## src/rtl/vli_pkg.sv

```systemverilog
package vli_pkg;

    localparam int NIB_W = 4;

    typedef enum logic [3:0] {
        IC_HALT  = 4'h0,
        IC_NOP   = 4'h1,
        IC_CMOV  = 4'h2,
        IC_IRMOV = 4'h3,
        IC_RMMOV = 4'h4,
        IC_MRMOV = 4'h5,
        IC_ALU   = 4'h6,
        IC_JMP   = 4'h7,
        IC_CALL  = 4'h8,
        IC_RET   = 4'h9,
        IC_PUSH  = 4'hA,
        IC_POP   = 4'hB
    } icode_e;

    typedef enum logic [2:0] {
        ST_AOK = 3'd1,
        ST_HLT = 3'd2,
        ST_ADR = 3'd3,
        ST_INS = 3'd4
    } stat_e;

    // where the constant starts inside the window
    typedef enum logic [1:0] {
        CS_NONE = 2'd0,
        CS_AT1  = 2'd1,
        CS_AT2  = 2'd2
    } csel_e;

    localparam logic [NIB_W-1:0] REG_NONE    = 4'hF;
    localparam logic [NIB_W-1:0] FN_MAX_ALU  = 4'd3;
    localparam logic [NIB_W-1:0] FN_MAX_COND = 4'd6;

endpackage

```

## src/rtl/vli_format_map.sv

```systemverilog
module vli_format_map
    import vli_pkg::*;
#(
    parameter int LEN_W = 3
) (
    input  logic [NIB_W-1:0] icode_i,
    output logic [LEN_W-1:0] len_o,
    output logic             has_reg_o,
    output csel_e            csel_o
);

    always_comb begin
        len_o     = LEN_W'(1);
        has_reg_o = 1'b0;
        csel_o    = CS_NONE;
        unique case (icode_i)
            IC_HALT, IC_NOP, IC_RET: begin
                len_o = LEN_W'(1);
            end
            IC_CMOV, IC_ALU, IC_PUSH, IC_POP: begin
                len_o     = LEN_W'(2);
                has_reg_o = 1'b1;
            end
            IC_JMP, IC_CALL: begin
                len_o  = LEN_W'(5);
                csel_o = CS_AT1;
            end
            IC_IRMOV, IC_RMMOV, IC_MRMOV: begin
                len_o     = LEN_W'(6);
                has_reg_o = 1'b1;
                csel_o    = CS_AT2;
            end
            default: begin
                len_o = LEN_W'(1);
            end
        endcase
    end

endmodule

```

## src/rtl/vli_field_pick.sv

```systemverilog
module vli_field_pick
    import vli_pkg::*;
#(
    parameter int WORD_W = 32,
    parameter int WIN_W  = 48
) (
    input  logic [WIN_W-1:0]  win_i,
    input  logic              has_reg_i,
    input  csel_e             csel_i,
    output logic [NIB_W-1:0]  ra_o,
    output logic [NIB_W-1:0]  rb_o,
    output logic [WORD_W-1:0] valc_o
);

    localparam int WORD_BYTES = WORD_W / 8;

    logic [WORD_W-1:0] const_at1;
    logic [WORD_W-1:0] const_at2;

    // byte j of each candidate constant comes from window byte j+1 or j+2
    for (genvar j = 0; j < WORD_BYTES; j++) begin : g_const_byte
        assign const_at1[8*j +: 8] = win_i[8*(j+1) +: 8];
        assign const_at2[8*j +: 8] = win_i[8*(j+2) +: 8];
    end

    always_comb begin
        if (has_reg_i) begin
            ra_o = win_i[15:12];
            rb_o = win_i[11:8];
        end else begin
            ra_o = REG_NONE;
            rb_o = REG_NONE;
        end
    end

    always_comb begin
        unique case (csel_i)
            CS_AT1:  valc_o = const_at1;
            CS_AT2:  valc_o = const_at2;
            default: valc_o = '0;
        endcase
    end

endmodule

```

## src/rtl/vli_status_gen.sv

```systemverilog
module vli_status_gen
    import vli_pkg::*;
(
    input  logic [NIB_W-1:0] icode_i,
    input  logic [NIB_W-1:0] ifun_i,
    input  logic             imem_err_i,
    output stat_e            stat_o
);

    logic pair_ok;

    always_comb begin
        unique case (icode_i)
            IC_ALU:           pair_ok = (ifun_i <= FN_MAX_ALU);
            IC_CMOV, IC_JMP:  pair_ok = (ifun_i <= FN_MAX_COND);
            IC_HALT, IC_NOP, IC_IRMOV, IC_RMMOV, IC_MRMOV,
            IC_CALL, IC_RET, IC_PUSH, IC_POP:
                              pair_ok = (ifun_i == '0);
            default:          pair_ok = 1'b0;
        endcase
    end

    always_comb begin
        if (imem_err_i)
            stat_o = ST_ADR;
        else if (!pair_ok)
            stat_o = ST_INS;
        else if (icode_i == IC_HALT)
            stat_o = ST_HLT;
        else
            stat_o = ST_AOK;
    end

endmodule

```

## src/rtl/vli_decoder.sv

```systemverilog
module vli_decoder
    import vli_pkg::*;
#(
    parameter int ADDR_W = 32,
    parameter int WORD_W = 32,
    localparam int WIN_BYTES = 2 + WORD_W / 8,
    localparam int WIN_W     = 8 * WIN_BYTES,
    localparam int LEN_W     = $clog2(WIN_BYTES + 1)
) (
    input  logic              clk,
    input  logic              rst_n,
    input  logic [ADDR_W-1:0] pc_i,
    input  logic [WIN_W-1:0]  win_i,
    input  logic              imem_err_i,
    output logic [NIB_W-1:0]  icode_o,
    output logic [NIB_W-1:0]  ifun_o,
    output logic [NIB_W-1:0]  ra_o,
    output logic [NIB_W-1:0]  rb_o,
    output logic [WORD_W-1:0] valc_o,
    output logic [LEN_W-1:0]  len_o,
    output logic [ADDR_W-1:0] valp_o,
    output logic [2:0]        stat_o,
    output logic              stop_o
);

    logic [NIB_W-1:0]  icode_c;
    logic [NIB_W-1:0]  ifun_c;
    logic [LEN_W-1:0]  len_c;
    logic              has_reg_c;
    csel_e             csel_c;
    logic [NIB_W-1:0]  ra_c;
    logic [NIB_W-1:0]  rb_c;
    logic [WORD_W-1:0] valc_c;
    stat_e             stat_c;
    logic [ADDR_W-1:0] valp_c;

    assign icode_c = win_i[7:4];
    assign ifun_c  = win_i[3:0];

    vli_format_map #(
        .LEN_W (LEN_W)
    ) u_map (
        .icode_i   (icode_c),
        .len_o     (len_c),
        .has_reg_o (has_reg_c),
        .csel_o    (csel_c)
    );

    vli_field_pick #(
        .WORD_W (WORD_W),
        .WIN_W  (WIN_W)
    ) u_pick (
        .win_i     (win_i),
        .has_reg_i (has_reg_c),
        .csel_i    (csel_c),
        .ra_o      (ra_c),
        .rb_o      (rb_c),
        .valc_o    (valc_c)
    );

    vli_status_gen u_stat (
        .icode_i    (icode_c),
        .ifun_i     (ifun_c),
        .imem_err_i (imem_err_i),
        .stat_o     (stat_c)
    );

    assign valp_c = pc_i + ADDR_W'(len_c);

    // output register: RESET while rst_n is low, DECODE afterwards
    always_ff @(posedge clk) begin
        if (!rst_n) begin
            icode_o <= '0;
            ifun_o  <= '0;
            ra_o    <= '0;
            rb_o    <= '0;
            valc_o  <= '0;
            len_o   <= '0;
            valp_o  <= '0;
            stat_o  <= 3'(ST_AOK);
            stop_o  <= 1'b0;
        end else begin
            icode_o <= icode_c;
            ifun_o  <= ifun_c;
            ra_o    <= ra_c;
            rb_o    <= rb_c;
            valc_o  <= valc_c;
            len_o   <= len_c;
            valp_o  <= valp_c;
            stat_o  <= 3'(stat_c);
            stop_o  <= (stat_c != ST_AOK);
        end
    end


    adr_prio_chk: assert property (@(posedge clk) disable iff (!rst_n)
        imem_err_i |=> (stat_o == 3'(ST_ADR)) && stop_o);


    high_code_chk: assert property (@(posedge clk) disable iff (!rst_n)
        (win_i[7:4] >= 4'hC) && !imem_err_i |=> (stat_o == 3'(ST_INS)));


    halt_stop_chk: assert property (@(posedge clk) disable iff (!rst_n)
        (win_i[7:0] == 8'h00) && !imem_err_i |=> (stat_o == 3'(ST_HLT)) && stop_o);


    len_set_chk: assert property (@(posedge clk) disable iff (!rst_n)
        rst_n |=> (stat_o == 3'(ST_ADR)) || (stat_o == 3'(ST_INS)) ||
                  (len_o == LEN_W'(1)) || (len_o == LEN_W'(2)) ||
                  (len_o == LEN_W'(5)) || (len_o == LEN_W'(6)));


    next_pc_chk: assert property (@(posedge clk) disable iff (!rst_n)
        rst_n |=> (stat_o == 3'(ST_ADR)) || (stat_o == 3'(ST_INS)) ||
                  (valp_o == $past(pc_i) + ADDR_W'(len_o)));


    hold_chk: assert property (@(posedge clk) disable iff (!rst_n)
        rst_n |=> (icode_o == $past(win_i[7:4])) && (ifun_o == $past(win_i[3:0])));

endmodule

```

## config.mk

```make
export PLATFORM = sky130hd
export DESIGN_NAME = vli_decoder
export DESIGN_NICKNAME = d
export VERILOG_FILES = /design/src/rtl/vli_pkg.sv /design/src/rtl/vli_format_map.sv /design/src/rtl/vli_field_pick.sv /design/src/rtl/vli_status_gen.sv /design/src/rtl/vli_decoder.sv
export SDC_FILE = /design/constraint.sdc
export NUM_CORES = 1
export LEC_CHECK = 0
export CORE_MARGIN = 1
export CORE_UTILIZATION = 44
export CTS_CLUSTER_SIZE = 25
export DETAILED_ROUTE_END_ITERATION = 12
export PLACE_DENSITY_LB_ADDON = 0.2
export SLEW_MARGIN = 0
export SYNTH_ARGS = -nofsm -noshare
export SYNTH_HDL_FRONTEND = slang
export SYNTH_SLANG_ARGS = --single-unit
export TNS_END_PERCENT = 100
```

## constraint.sdc

```tcl
create_clock -name clk -period 5.8 [get_ports clk]
set_input_delay 0.58 -clock clk [delete_from_list [all_inputs] [get_ports clk]]
set_output_delay 0.58 -clock clk [all_outputs]
set_load 0.02 [all_outputs]
```

==> results of run 1 <==
per-layer routing:
metal / up-vias / share of wire [%]
met3: 14 / 7.6
met1: 1578 / 42
met5: - / 0
met2: 151 / 48
li1: 1645 / -
met4: 0 / 1.8
final timing paths:
path	start	to	slack, ns	cells past startpoint
hold / removal	pc_i[31]	valp_o[31]$_SDFF_PN0_	0.80	3
setup / recovery	win_i[7]	valp_o[30]$_SDFF_PN0_	1.59	16
cells by family (layout without fill, tap and decap cells):
family                     after synthesis  count (layout)
DFF                                     87              87
xor gates and xnor gates                24              24
adders and majority gates                7               7
and+or+nand+nor                        149             149
AOI/OAI and AO/OA                       76              76
buffers and inverters                   35             200
muxes                                    1               1
stage by stage:
step | setup WS (ns) | utilization (%) | total power (W) | hold slack (ns) | area [um^2]
5_1_grt | 1.326 | 70.70 | 0.001387 | 0.8430 | 5435
2_1_floorplan | 2.230 | - | 0.0007674 | 0.6886 | 3495
3_3_place_gp | 1.545 | 68.16 | 0.0009080 | 1.177 | 5240
3_5_place_dp | 1.294 | 68.16 | 0.0009129 | 1.176 | 5240
4_1_cts | 1.655 | 70.70 | 0.001337 | 0.7940 | 5435
6_report | 1.592 | 70.70 | 0.001327 | 0.7986 | 5435
area by class of cell:
type	instances	share of cell area (%)
Sequential cell	87	32.04
Timing Repair Buffer	170	31.26
Multi-Input combinational cell	257	29.79
Clock buffer	10	2.348
Tap cell	102	2.348
Clock inverter	6	1.243
Inverter	14	0.9669
placed cells by master, fill, tap and decap left out, types with 7 or more instances in the layout:
master / netlist / layout
and2_1: 10 / 10
xnor2_1: 9 / 9
nor3_1: 10 / 10
o21ai_0: 8 / 8
inv_1: 13 / 13
nor2_1: 66 / 66
dfxtp_1: 87 / 87
a21oi_1: 7 / 7
clkbuf_8: 0 / 9
a22oi_1: 32 / 32
xor2_1: 15 / 15
nand2_1: 13 / 13
nand4_1: 8 / 8
clkdlybuf4s50_1: 0 / 169
o21a_1: 11 / 11
nand3_1: 15 / 15
state kept, by name (all words and copies together) (netlist names):
register / flops
valp_o: 32
stat_o: 3
ra_o: 4
stop_o: 1
rb_o: 4
valc_o: 32
icode_o: 4
ifun_o: 4
len_o: 3
tightest hold or removal path, stage by stage:
cell and delay [ns]:
clkdlybuf4s50_1 0.40, o21ai_0 0.07, a21oi_1 0.06
power groups by stage:
| stage | Clock, W | Sequential (W) | Combinational, W |
|---|---|---|---|
| after global placement | 0 | 0.000647 | 0.000261 |
| after floorplan | 0 | 0.000684 | 0.0000835 |
| after CTS | 0.000435 | 0.000634 | 0.000268 |
| after global routing | 0.000464 | 0.000636 | 0.000287 |
| final | 0.000427 | 0.000633 | 0.000267 |
| after detailed placement | 0 | 0.000647 | 0.000266 |
==> Flow_metrics.wiki, run 1 <==
{| class="wikitable"
! Metric !! Value
|-
| Number of fill cells || 612
|-
| Slowest cell on the critical path || clkdlybuf4s50_1
|-
| Combinational family with the most area after synthesis || simple AND/OR/NAND/NOR gates
|-
| Vias in the first global route || 3200
|-
| Worst hold path class || input pin to flip-flop
|-
| WP data arrival || 4.48 ns
|-
| Count of TritonRoute iterations in the first routing pass || 4
|-
| Die X-Extent || 91.12 um
|-
| Final antenna-violating net count || 0
|-
| Max FO, Critical Path || 15
|-
| Number of buffer and inverter instances along the worst setup path || 3
|-
| Final sum of negative setup slack || 0 ns
|-
| Number of cells after detailed placement || 630
|-
| M1 GR Usage || 29.63%
|-
| Total global routing overflow || 0
|-
| Static Leak || 1.996 nW
|-
| Relative max-transition margin || 20.34%
|-
| Global Route met3 Usage || 6.784%
|-
| Required time reported for the critical path endpoint || 6.07 ns
|-
| Vias post-DR || 3388
|-
| Number of pins with negative max-slew slack in the final report || 0
|-
| Share of final-layout standard cells stronger than drive strength 1 || 4.412%
|-
| Psw || 0.0003661 W
|-
| Vertical die dimension || 91.12 um
|-
| Transition time at the pin with the least slew margin || 1.195 ns
|-
| Post-Synth XOR/XNOR Area || 6.015%
|-
| Via-to-Cell Ratio || 5.245
|-
| Met2 Track Usage GR || 41.22%
|-
| Number of design-rule violations left by the first detailed-router iteration || 75
|-
| Highest clock rate || 237.7 MHz
|-
| Per-instance average area after synthesis || 9.221 um^2
|-
| IR drop worst, VDD || 0.0001750 V
|-
| Wire length of the first global-routing pass || 15800 um
|-
| Setup fix buffers added after clock tree synthesis || 0
|-
| Quantity of I/O buffers inserted on ports || 169
|-
| PD cells || 244.2 mW/mm^2
|-
| Count of cells resized by post-cts repair || 0
|-
| Total standard cell area after synthesis || 0.003495 mm^2
|-
| Most utilized layer in the global route result || met2
|-
| Portion of the post-synthesis area used by sequential elements || 49.84%
|-
| Distinct cell type count of the synthesized netlist || 48
|-
| Cts bufs inserted || 9
|-
| Cell class contributing the biggest share of worst-path delay || simple AND/OR/NAND/NOR gates
|-
| Pin count of the biggest net entering global routing || 35
|-
| Unrepaired setup endpoints after global routing || false
|-
| Setup crit start kind || input pin
|-
| Number of setup violations in the final report || 0
|-
| Top-area cell type share of the netlist area || 49.84%
|-
| Master cell of the clock root buffer || clkbuf_8
|-
| Final wirelength || 9799 um
|-
| Core region area || 0.007687 mm^2
|-
| Most area-hungry cell type in the Yosys netlist || dfxtp_1
|-
| Net count after synthesis || 469
|-
| Post-synthesis to final-layout area growth || 55.53%
|-
| Gate power share || 20.1%
|-
| Endpoint kind of the worst setup timing path || flip-flop
|-
| Dominant synthesized flop cell || dfxtp_1
|-
| Yosys reg bits || 87
|-
| Time the final worst path needs with I/O delays and setup || 4.208 ns
|-
| Max cap viols || 0
|-
| Most frequently used cell type in the post-synthesis netlist || dfxtp_1
|-
| Biggest area contributors in the synthesized netlist || dfxtp_1, nor2_1, a22oi_1, xor2_1, o21a_1
|-
| Antenna violations before repair || 0
|-
| Area of the multi-input gates || 0.001619 mm^2
|-
| Synth warn || 0
|-
| CTS H-tree depth || 3
|-
| Number of endpoints with negative hold slack in the final report || 0
|-
| Post-synthesis share of cell area spent on full adders, half adders and majority gates || 2.721%
|-
| Post-synth EDFFs || 0
|-
| Outcome || finished clean
|-
| Top cell types by occurrence after synthesis || dfxtp_1, nor2_1, a22oi_1
|-
| Number of nets in the layout || 629
|-
| Post-synthesis simple-gate area fraction || 21.77%
|-
| Share of the synthesized area in compound gates (AO/OA/AOI/OAI) || 15.54%
|-
| Number of placed I/O pins || 170
|-
| Clock-pin transition on the worst setup and hold timing paths || 0.09 ns
|-
| Routed wire per std cell || 15.17 um
|-
| Die Outline Area || 0.008303 mm^2
|-
| Number of standard cells in the final layout excluding fillers || 646
|-
| Clock sink total || 87
|-
| Share of total power in sequential cells || 47.7%
|-
| Start-to-end type of the worst setup path || input pin to flip-flop
|-
| Ys async rst share || 0%
|-
| Routability-driven placement congestion ratio || 0.8071
|-
| Switching share of total power || 27.58%
|-
| Row cnt || 32
|-
| Final cycle utilization of the critical path || 72.55%
|-
| Max Root-Sink Buffers || 2
|-
| Clock network fraction of total power || 32.2%
|-
| Initial Utilization || 45.46%
|-
| Clock tree from TritonCTS || done
|-
| DP HPWL || 7124 um
|-
| Biggest cell delay along the critical path || 0.75 ns
|-
| Number of cells produced by synthesis || 379
|-
| Sequential cell area || 0.001742 mm^2
|-
| Sequence of cells on the critical path || clkdlybuf4s50_1, nand2b_1, o32a_1, ha_1, inv_1, nor2_1, nand2_1, o211ai_1, ha_1, inv_1, fa_1, nor2b_1, o21a_1, nand2_1, or3_1, a21oi_1
|-
| Drt drc || 0
|-
| Mux cell area share after synthesis || 0.2864%
|-
| CTS Hold Bufs || 0
|-
| Diode insertion count for antenna repair || 0
|-
| Combined global-route utilization of all metal layers || 24.26%
|-
| Internal power component || 0.0009611 W
|}
(Power assumes the default switching activity.)
==> run 2, diff against run 1 <==
--- a/config.mk
+++ b/config.mk
@@ -6,7 +6,7 @@
 export NUM_CORES = 1
 export LEC_CHECK = 0
 export CORE_MARGIN = 1
-export CORE_UTILIZATION = 44
+export CORE_UTILIZATION = 37
 export CTS_CLUSTER_SIZE = 25
 export DETAILED_ROUTE_END_ITERATION = 12
 export PLACE_DENSITY_LB_ADDON = 0.2
==> constraint.sdc (replaced) <==
create_clock -name clk -period 3.4 [get_ports clk]
set_input_delay 0.34 -clock clk [delete_from_list [all_inputs] [get_ports clk]]
set_output_delay 0.34 -clock clk [all_outputs]
set_load 0.02 [all_outputs]
==> Flow_metrics.wiki, run 2 (synthesis results as in run 1) <==
{| class="wikitable"
! Metric !! Value
|-
| Outcome || finished clean (unchanged)
|-
| Vias in the first global route || 3113 (was 3200)
|-
| Post-DP Area || 0.005401 mm^2 (was 0.005240 mm^2)
|-
| Vias post-DR || 3352 (was 3388)
|-
| Final Cell Area || 0.005638 mm^2 (was 0.005435 mm^2)
|-
| Pin count of the biggest net entering global routing || 33 (was 35)
|-
| Number of setup violations in the final report || 0 (unchanged)
|-
| Static Leak || 2.110 nW (was 1.996 nW)
|-
| CTS H-tree depth || 3 (unchanged)
|-
| Core region area || 0.009196 mm^2 (was 0.007687 mm^2)
|-
| Setup WS post-layout || 0.2995 ns (was 1.592 ns)
|-
| Combined global-route utilization of all metal layers || 19.26% (was 24.26%)
|-
| Quantity of I/O buffers inserted on ports || 169 (unchanged)
|-
| DP HPWL || 7194 um (was 7124 um)
|-
| Unrepaired setup endpoints after global routing || false (unchanged)
|-
| Via-to-Cell Ratio || 4.973 (was 5.245)
|-
| IR drop worst, VDD || 0.0002399 V (was 0.0001750 V)
|-
| Transition time at the pin with the least slew margin || 1.138 ns (was 1.195 ns)
|-
| Highest clock rate || 322.5 MHz
|-
| Post-synthesis to final-layout area growth || 61.33% (was 55.53%)
|-
| Most frequent cells in the layout || clkdlybuf4s50_1, dfxtp_1, nor2_1 (unchanged)
|-
| Wire length of the first global-routing pass || 14940 um (was 15800 um)
|-
| Routability-driven placement congestion ratio || 0.8326 (was 0.8071)
|-
| Count of TritonRoute iterations in the first routing pass || 4 (unchanged)
|-
| Clock-pin transition on the worst setup and hold timing paths || 0.09 ns (about the same)
|-
| Max cap viols || 0 (unchanged)
|-
| Number of design-rule violations left by the first detailed-router iteration || 55 (was 75)
|-
| Row cnt || 35 (was 32)
|-
| Top Registers || valc_o (32), valp_o (32) (unchanged)
|-
| Biggest cell delay along the critical path || 0.49 ns (was 0.75 ns)
|-
| Sequence of cells on the critical path || clkdlybuf4s50_1, nand2_1, mux2i_1, nand2b_1, ha_2, inv_1, nor2_1, o22ai_1, a21oi_1, inv_1, ha_1, a21o_1, a21o_2, nand3_4, or4_1, a21oi_1 (was clkdlybuf4s50_1, nand2b_1, o32a_1, ha_1, inv_1, nor2_1, nand2_1, o211ai_1, ha_1, inv_1, fa_1, nor2b_1, o21a_1, nand2_1, or3_1, a21oi_1)
|-
| Sequential cell area || 0.001742 mm^2 (unchanged)
|-
| WP data arrival || 3.39 ns (was 4.48 ns)
|-
| Setup crit start kind || input pin (unchanged)
|-
| Time the final worst path needs with I/O delays and setup || 3.100 ns
|-
| Initial Utilization || 38.00% (was 45.46%)
|-
| Drt drc || 0 (unchanged)
|-
| Vertical die dimension || 99.19 um (was 91.12 um)
|-
| Number of buffer and inverter instances along the worst setup path || 3 (unchanged)
|-
| PD cells || 427.7 mW/mm^2 (was 244.2 mW/mm^2)
|-
| Endpoint kind of the worst setup timing path || flip-flop (unchanged)
|-
| Number of endpoints with negative hold slack in the final report || 0 (unchanged)
|-
| Share of final-layout standard cells stronger than drive strength 1 || 7.815% (was 4.412%)
|-
| CTS Hold Bufs || 0 (unchanged)
|-
| Clock tree from TritonCTS || done (unchanged)
|-
| Number of fill cells || 812 (was 612)
|-
| Start-to-end type of the worst setup path || input pin to flip-flop (unchanged)
|-
| Antenna violations before repair || 0 (unchanged)
|-
| Number of placed I/O pins || 170 (unchanged)
|-
| Pre-CTS setup slack || -0.08575 ns (was 1.294 ns)
|-
| Max Root-Sink Buffers || 2 (unchanged)
|-
| Slowest cell on the critical path || clkdlybuf4s50_1 (unchanged)
|-
| Diode insertion count for antenna repair || 0 (unchanged)
|-
| Number of standard cells in the final layout excluding fillers || 674 (was 646)
|-
| Required time reported for the critical path endpoint || 3.69 ns (was 6.07 ns)
|-
| Final sum of negative setup slack || 0 ns (unchanged)
|-
| Area of the multi-input gates || 0.001622 mm^2 (was 0.001619 mm^2)
|-
| Final cycle utilization of the critical path || 91.19%
|-
| Master cell of the clock root buffer || clkbuf_8 (unchanged)
|-
| Most common cell after layout, fill and taps aside || clkdlybuf4s50_1 (unchanged)
|-
| Relative max-transition margin || 24.13% (was 20.34%)
|-
| Worst hold path class || input pin to flip-flop (unchanged)
|-
| Die Outline Area || 0.009838 mm^2 (was 0.008303 mm^2)
|-
| Total global routing overflow || 0 (unchanged)
|-
| Cell class contributing the biggest share of worst-path delay || simple AND/OR/NAND/NOR gates (unchanged)
|-
| Final antenna-violating net count || 0 (unchanged)
|-
| Die X-Extent || 99.19 um (was 91.12 um)
|-
| Max FO, Critical Path || 6 (was 15)
|-
| Final Hold Slack || 0.5835 ns (was 0.7986 ns)
|-
| Number of cells after detailed placement || 659 (was 630)
|-
| Number of pins with negative max-slew slack in the final report || 0 (unchanged)
|-
| Number of nets in the layout || 649 (was 629)
|-
| Routed wire per std cell || 14.37 um (was 15.17 um)
|-
| Final wirelength || 9683 um (was 9799 um)
|-
| Cts bufs inserted || 9 (unchanged)
|-
| Clock sink total || 87 (unchanged)
|}
-- run 2: timing repair --
action / CTS / global route
endpoints found under the hold margin: 0 / 0
buffers inserted: 0 / 0
resized for setup: 0 / 1
setup endpoints to repair: 0 / 3
-- run 2: final cells by class --
class | count | share of cell area (%)
inverter | 14 | 0.9321
sequential | 87 | 30.89
tap | 111 | 2.463
clock buffer | 10 | 2.264
timing repair buffer | 190 | 32.80
multi-input combinational | 257 | 28.76
clock inverter | 5 | 1.886
-- run 2: final timing paths --
kind	depth (start not counted)	slack, ns	from	to
setup / recovery	16	0.30	win_i[5]	valp_o[23]$_SDFF_PN0_
hold / removal	3	0.58	pc_i[31]	valp_o[31]$_SDFF_PN0_
-- run 2: through the flow --
| step | total power [W] | utilization, % |
|---|---|---|
| final | 0.002411 | 61.31 |
| after global routing | 0.002521 | 61.31 |
| after CTS | 0.002435 | 61.28 |
| after detailed placement | 0.001578 | 58.73 |
| after global placement | 0.001575 | 58.73 |
| after floorplan | 0.001309 | - |
-- run 2: report_power, final --
part / leakage (nW) / switching, W / internal [W]
Clock: 0.113 / 0.000369 / 0.000488
Sequential: 0.717 / 0.0000133 / 0.00107
Combinational: 1.28 / 0.000230 / 0.000245
-- run 2: layer usage --
layer  GRT usage [%]  wire [um]  vias to the layer above
met4           6.222         51                        0
li1                -          -                     1679
met3           5.622        814                        4
met5               0          0                        -
met1           23.93       4256                     1543
met2           32.22       4560                      126
-- run 2: worst min-delay path: stages --
cell and delay [ns]:
clkdlybuf4s50_1 0.41, o21ai_0 0.07, a21oi_1 0.06
==> run 3, diff against run 2 <==
--- a/config.mk
+++ b/config.mk
@@ -5,6 +5,7 @@
 export SDC_FILE = /design/constraint.sdc
 export NUM_CORES = 1
 export LEC_CHECK = 0
+export ABC_AREA = 0
 export CORE_MARGIN = 1
 export CORE_UTILIZATION = 37
 export CTS_CLUSTER_SIZE = 25
==> results of run 3 <==
No change in the layout: final DEF, timing and power equal those of run 2.
